$ cat src/rtl/rfs_pkg.sv
package rfs_pkg;

    typedef enum logic [2:0] {
        ST_PAUSE,
        ST_IDLE,
        ST_SETUP,
        ST_ACTIVE,
        ST_PRECH
    } rfs_state_e;

    function automatic int ns_to_cyc(input int ns, input int period);
        return (ns + period - 1) / period;
    endfunction

    function automatic int max3(input int a, input int b, input int c);
        int m;
        m = (a > b) ? a : b;
        return (m > c) ? m : c;
    endfunction

endpackage

$ cat src/rtl/rfs_tick.sv
module rfs_tick #(
    parameter int LIMIT = 781
) (
    input  logic clk,
    input  logic rst_n,
    input  logic en,
    output logic done
);
    localparam int CW = (LIMIT > 1) ? $clog2(LIMIT) : 1;
    localparam logic [CW-1:0] LAST = CW'(LIMIT - 1);

    logic [CW-1:0] cnt;

    assign done = en && (cnt == LAST);

    always_ff @(posedge clk or negedge rst_n) begin
        if (!rst_n)
            cnt <= '0;
        else if (!en)
            cnt <= '0;
        else if (done)
            cnt <= '0;
        else
            cnt <= cnt + 1'b1;
    end
endmodule

$ cat src/rtl/rfs_debt.sv
module rfs_debt #(
    parameter int CAP      = 8,
    parameter int LOAD_VAL = 8
) (
    input  logic clk,
    input  logic rst_n,
    input  logic load,
    input  logic inc,
    input  logic dec,
    output logic empty,
    output logic last
);
    localparam int W = $clog2(CAP + 1);
    localparam logic [W-1:0] CAP_V  = W'(CAP);
    localparam logic [W-1:0] LOAD_V = W'(LOAD_VAL);

    logic [W-1:0] owed;

    assign empty = (owed == '0);
    assign last  = (owed == W'(1));

    always_ff @(posedge clk or negedge rst_n) begin
        if (!rst_n)
            owed <= '0;
        else if (load)
            owed <= LOAD_V;
        else if (inc && !dec && owed != CAP_V)
            owed <= owed + 1'b1;
        else if (dec && !inc && owed != '0)
            owed <= owed - 1'b1;
    end
endmodule

$ cat src/rtl/rfs_sched.sv
module rfs_sched
    import rfs_pkg::*;
#(
    parameter int CLK_PERIOD_NS = 10,
    parameter int ROWS          = 4096,
    parameter int REFRESH_MS    = 64,
    parameter int INIT_US       = 200,
    parameter int WAKE_CYCLES   = 8,
    parameter int MAX_DEBT      = 8,
    parameter int CSR_NS        = 5,
    parameter int CHR_NS        = 10,
    parameter int RAS_NS        = 45,
    parameter int RP_NS         = 25,
    parameter int RPC_NS        = 5,
    parameter int RC_NS         = 74
) (
    input  logic clk,
    input  logic rst_n,
    input  logic rfsh_gnt,
    output logic rfsh_req,
    output logic bus_own,
    output logic mem_ready,
    output logic dram_ras_n,
    output logic dram_cas_lo_n,
    output logic dram_cas_hi_n,
    output logic dram_we_n
);
    localparam int SU_CYC   = max3(ns_to_cyc(CSR_NS, CLK_PERIOD_NS), 1, 1);
    localparam int ACT_CYC  = max3(ns_to_cyc(RAS_NS, CLK_PERIOD_NS),
                                   ns_to_cyc(CHR_NS, CLK_PERIOD_NS), 1);
    localparam int PRE_CYC  = max3(max3(ns_to_cyc(RPC_NS, CLK_PERIOD_NS), 1, 1),
                                   ns_to_cyc(RP_NS, CLK_PERIOD_NS) - SU_CYC,
                                   ns_to_cyc(RC_NS, CLK_PERIOD_NS) - SU_CYC - ACT_CYC);
    localparam int SLOT_NS  = (REFRESH_MS * 1000000) / ROWS;
    localparam int INTV_CYC = SLOT_NS / CLK_PERIOD_NS;
    localparam int PAUSE_CYC = ns_to_cyc(INIT_US * 1000, CLK_PERIOD_NS);
    localparam int DEBT_CAP = (MAX_DEBT > WAKE_CYCLES) ? MAX_DEBT : WAKE_CYCLES;
    localparam int PH_W     = $clog2(max3(SU_CYC, ACT_CYC, PRE_CYC) + 1);

    rfs_state_e     state, state_d;
    logic [PH_W-1:0] ph, ph_lim;
    logic           ph_end;
    logic           init_q;
    logic           pause_done, tick_done;
    logic           owe_empty, owe_last;
    logic           cyc_end, more, burst_done;

    // power-up pause timer
    rfs_tick #(.LIMIT(PAUSE_CYC)) u_pause (
        .clk  (clk),
        .rst_n(rst_n),
        .en   (state == ST_PAUSE),
        .done (pause_done)
    );

    // distributed interval timer, runs once ready
    rfs_tick #(.LIMIT(INTV_CYC)) u_intv (
        .clk  (clk),
        .rst_n(rst_n),
        .en   (!init_q),
        .done (tick_done)
    );

    assign cyc_end    = (state == ST_PRECH) && ph_end;
    assign more       = !owe_last || tick_done;
    assign burst_done = cyc_end && !more;

    rfs_debt #(.CAP(DEBT_CAP), .LOAD_VAL(WAKE_CYCLES)) u_debt (
        .clk  (clk),
        .rst_n(rst_n),
        .load (pause_done),
        .inc  (tick_done),
        .dec  (cyc_end),
        .empty(owe_empty),
        .last (owe_last)
    );

    always_comb begin
        unique case (state)
            ST_SETUP:  ph_lim = PH_W'(SU_CYC - 1);
            ST_ACTIVE: ph_lim = PH_W'(ACT_CYC - 1);
            default:   ph_lim = PH_W'(PRE_CYC - 1);
        endcase
    end
    assign ph_end = (ph == ph_lim);

    // next state
    always_comb begin
        state_d = state;
        unique case (state)
            ST_PAUSE:  if (pause_done)              state_d = ST_SETUP;
            ST_IDLE:   if (!owe_empty && rfsh_gnt)  state_d = ST_SETUP;
            ST_SETUP:  if (ph_end)                  state_d = ST_ACTIVE;
            ST_ACTIVE: if (ph_end)                  state_d = ST_PRECH;
            ST_PRECH:  if (ph_end)                  state_d = more ? ST_SETUP : ST_IDLE;
            default:                                state_d = ST_PAUSE;
        endcase
    end

    // state register
    always_ff @(posedge clk or negedge rst_n) begin
        if (!rst_n) begin
            state  <= ST_PAUSE;
            ph     <= '0;
            init_q <= 1'b1;
        end else begin
            state <= state_d;
            if (state_d != state || state == ST_IDLE || state == ST_PAUSE)
                ph <= '0;
            else
                ph <= ph + 1'b1;
            if (burst_done)
                init_q <= 1'b0;
        end
    end

    // outputs
    always_comb begin
        dram_ras_n    = 1'b1;
        dram_cas_lo_n = 1'b1;
        dram_cas_hi_n = 1'b1;
        bus_own       = 1'b1;
        rfsh_req      = 1'b0;
        unique case (state)
            ST_IDLE: begin
                bus_own  = 1'b0;
                rfsh_req = !owe_empty;
            end
            ST_SETUP: begin
                dram_cas_lo_n = 1'b0;
                dram_cas_hi_n = 1'b0;
            end
            ST_ACTIVE: begin
                dram_ras_n    = 1'b0;
                dram_cas_lo_n = 1'b0;
                dram_cas_hi_n = 1'b0;
            end
            default: ;
        endcase
    end

    assign dram_we_n = 1'b1;
    assign mem_ready = !init_q;
endmodule

$ cat config.mk
export PLATFORM = sky130hd
export DESIGN_NAME = rfs_sched
export DESIGN_NICKNAME = d
export VERILOG_FILES = /design/src/rtl/rfs_pkg.sv /design/src/rtl/rfs_tick.sv /design/src/rtl/rfs_debt.sv /design/src/rtl/rfs_sched.sv
export SDC_FILE = /design/constraint.sdc
export NUM_CORES = 1
export LEC_CHECK = 0
export BUFFER_PORTS_ARGS = -buffer_cell sky130_fd_sc_hd__buf_4
export CAP_MARGIN = 10
export CORE_MARGIN = 2
export CORE_UTILIZATION = 50
export CTS_BUF_LIST = sky130_fd_sc_hd__clkbuf_8
export DETAILED_ROUTE_END_ITERATION = 8
export PLACE_DENSITY = 0.77
export SLEW_MARGIN = 25
export SYNTH_ARGS = -nofsm -noshare
export SYNTH_HDL_FRONTEND = slang
export SYNTH_HIERARCHICAL = 1
export SYNTH_SLANG_ARGS = --single-unit
$ cat constraint.sdc
create_clock -name clk -period 4.55 [get_ports clk]
set_input_delay 0 -clock clk [delete_from_list [all_inputs] [get_ports clk]]
set_output_delay 0 -clock clk [all_outputs]
set_load 0.01 [all_outputs]
==> results.md <==
* Met3 WL at 109 µm
* Final Hold Vio Count at 0
* Filler cells at 402
* GRT Overall Usage at 16.9%
* Initial Utilization at 51.6%
* Final core area utilization at 55.2%
* Area after DPL at 2300 µm²
* Main synth FF type: dfrtp_1
* Highest metal used: met4
* Area of the multi-input gates at 1180 µm²
* # port buffers at 8
* CP Launch Type: register
* Clock root cell: clkbuf_8
* RSZ-0062 raised after global routing: no
* Largest net degree at the start of global routing at 38
* Mapped cell area at 2230 µm²
* Synth warn at 6
* Seq. cell area at 927 µm²
* Worst R2R Path Depth at 6
* Rows at 24
* DRC violations left at 0
* Crit Path Class: reg2reg
* Vias at 1614
* Setup crit end kind: register
* Full die area at 5010 µm²
* CTS Buf Count at 5
* CTS max path bufs at 2
* N_diodes at 0
* Fmax at 398 MHz
* P per Cell Area at 347 nW/µm²
* Worst-margin pin slew at 620 ps
* Largest area contributor in the netlist: dfrtp_1
* Total Wirelength at 3.98 mm
* WP data arrival at 2680 ps
* Tcrit/Tclk final at 55.2%
* Leakage at 1.00 nW
* Slew HR at 58.3%
* M1 WL at 1.92 mm
* CTS tree: done
* R2r startpoint: u_intv/cnt[6]
* Peak supply drop at 135 µV
* R2r endpoint: u_debt/owed[2]
* Fin area at 2390 µm²
* Setup Skew at 6.92 ps
* Run status: finished clean
* Syn avg cell area at 9.74 µm²
* Die X at 70.8 µm
* TritonRoute pass-1 iters at 4
* Share of cells above drive strength 1 at 16.3%
* Total global routing overflow at 0
* Worst-path fanout max at 7
* # H-tree levels at 2
* Final setup viols at 0
* Synth top area cells: dfrtp_1 (40%), xnor2_1 (6.3%), nor2_1 (5.1%)
* FF+latch count, synth at 37
* Post-route antenna net violation count at 0
* Synthesized Nets at 239
* Final nets at 248
* CTS sink cnt at 37
* Gate count of the mapped netlist at 229
* GP Congestion at 0.788
* Max-cap viol count at 0
* Avg WL per Cell at 13.7 µm
* TNS Setup at 0 ps
* Seq/Total Area, Yosys at 41.6%
* CTS clk-pin slew, worst paths at 70 ps
* Total core area at 4320 µm²
* WP data required at 4720 ps
* Global-route wire length before repair at 6.69 mm
* Met2 routed WL at 1.86 mm
* Post-synth EDFFs at 0
* Fin crit period at 2510 ps
* Synth top area share at 40.4%
* Synth unique cells at 55
* Layout area overhead at 7.13%
* Vias in the first global route at 1471
* R2R setup slack at 2040 ps
* IO Pins at 10
* Worst hold path type: in2async
* Max Slew Vio Count at 0
* DP Wirelength at 2.70 mm
* Die Height at 70.8 µm
* Initial antenna violation count at 0
* DRT iter0 DRCs at 75
* Clk_lat worst skew at 290 ps
* Post-synth ARST share at 100%
* Vias per inst at 5.55
[timing repair]
action                    in CTS  in global routing
hold buffers                   1                  0
setup buffers                  0                  0
hold endpoints to repair      36                  0
resized for setup              0                  0
[power by group]
| group | internal (mW) | switching (mW) |
|---|---|---|
| sequential | 0.353 | 0.0458 |
| clock | 0.104 | 0.115 |
| combinational | 0.0920 | 0.119 |
| total | 0.549 | 0.280 |
[cells in the mapped netlist (3+ instances only)]
| library cell | n |
|---|---|
| ha_1 | 7 |
| nor2_1 | 30 |
| nor2b_1 | 4 |
| nand3_1 | 8 |
| nor3b_1 | 8 |
| nor3_1 | 7 |
| a21oi_1 | 10 |
| buf_6 | 3 |
| o21ai_0 | 8 |
| nand4_1 | 4 |
| inv_1 | 16 |
| nor2_2 | 3 |
| nor4_1 | 3 |
| or4_1 | 4 |
| nand2_1 | 11 |
| xor2_1 | 4 |
| dfrtp_1 | 36 |
| o31ai_1 | 5 |
| xnor2_1 | 16 |
[final cells by class]
class                   count  share of cell area, %
multi-input cells         169                   49.6
flip-flops and latches     37                   38.8
repair buffers              9                   2.93
clock buffers               5                   2.88
well taps                  52                   2.72
inverters                  16                   2.51
clock inverters             3                  0.576
[sequential cells by signal, summed over array words and instances, names as in the netlist]
name and count:
u_pause/cnt 15, u_intv/cnt 11, u_debt/owed 4, ph 3
state 3, init_q 1
[logic make-up (layout without fill, tap and decap cells)]
family                   count (synthesis)  after routing  synth area share (%)
AND/OR/NAND/NOR                        105            105                  29.2
flip-flops                              37             37                  41.6
AO/OA/AOI/OAI                           34             34                  10.8
buffers and inverters                   23             33                  5.33
XOR/XNOR                                20             20                  7.86
adder cells (fa/ha/maj)                  7              7                  3.93
multiplexers                             2              2                  1.12
other                                    1              1                 0.168
[worst max path at each step]
stage | start | end | slack [ps]
floorplan | u_intv/cnt[6] | u_debt/owed[2] | 2300
global placement | u_intv/cnt[6] | u_debt/owed[2] | 2180
finish | u_intv/cnt[6] | u_debt/owed[2] | 2040
detailed placement | u_intv/cnt[6] | u_debt/owed[2] | 2110
global route | state[1] | u_debt/owed[2] | 1860
CTS | u_intv/cnt[6] | u_debt/owed[2] | 2060
[worst max-delay path: stages (launching register included)]
cell	delay [ps]
dfrtp_1	440
or4b_4	560
nor4_1	490
nor2b_1	310
nand2_1	100
a21oi_2	180
mux2_4	310
[cells in the final DEF (no fill, tap or decap), types with 5 or more instances in the layout]
master | Yosys | routed
buf_4 | 2 | 8
nand3_1 | 8 | 8
dfrtp_1 | 36 | 36
nor2_1 | 30 | 30
nand2_1 | 11 | 11
a21oi_1 | 10 | 10
o21ai_0 | 8 | 8
xnor2_1 | 16 | 16
inv_1 | 16 | 17
ha_1 | 7 | 7
nor3b_1 | 8 | 8
o31ai_1 | 5 | 5
nor3_1 | 7 | 7
clkbuf_8 | 0 | 5
[per-layer routing]
metal	global-route usage, %	vias up
met4	7.76	0
met2	26.9	21
met3	3.85	8
li1	-	810
met1	22.0	775
met5	0	-
[metrics by stage]
step                hold WS (ps)  total power, mW  instances  worst slack, ps
global placement           -11.3            0.610        282             2180
global route                 269            0.879        291             1860
floorplan                   -296            0.581        229             2300
finish                       208            0.829        291             2040
detailed placement         -10.8            0.615        282             2110
CTS                          214            0.840        291             2060
Note: power is estimated with default switching activity, not from simulation.
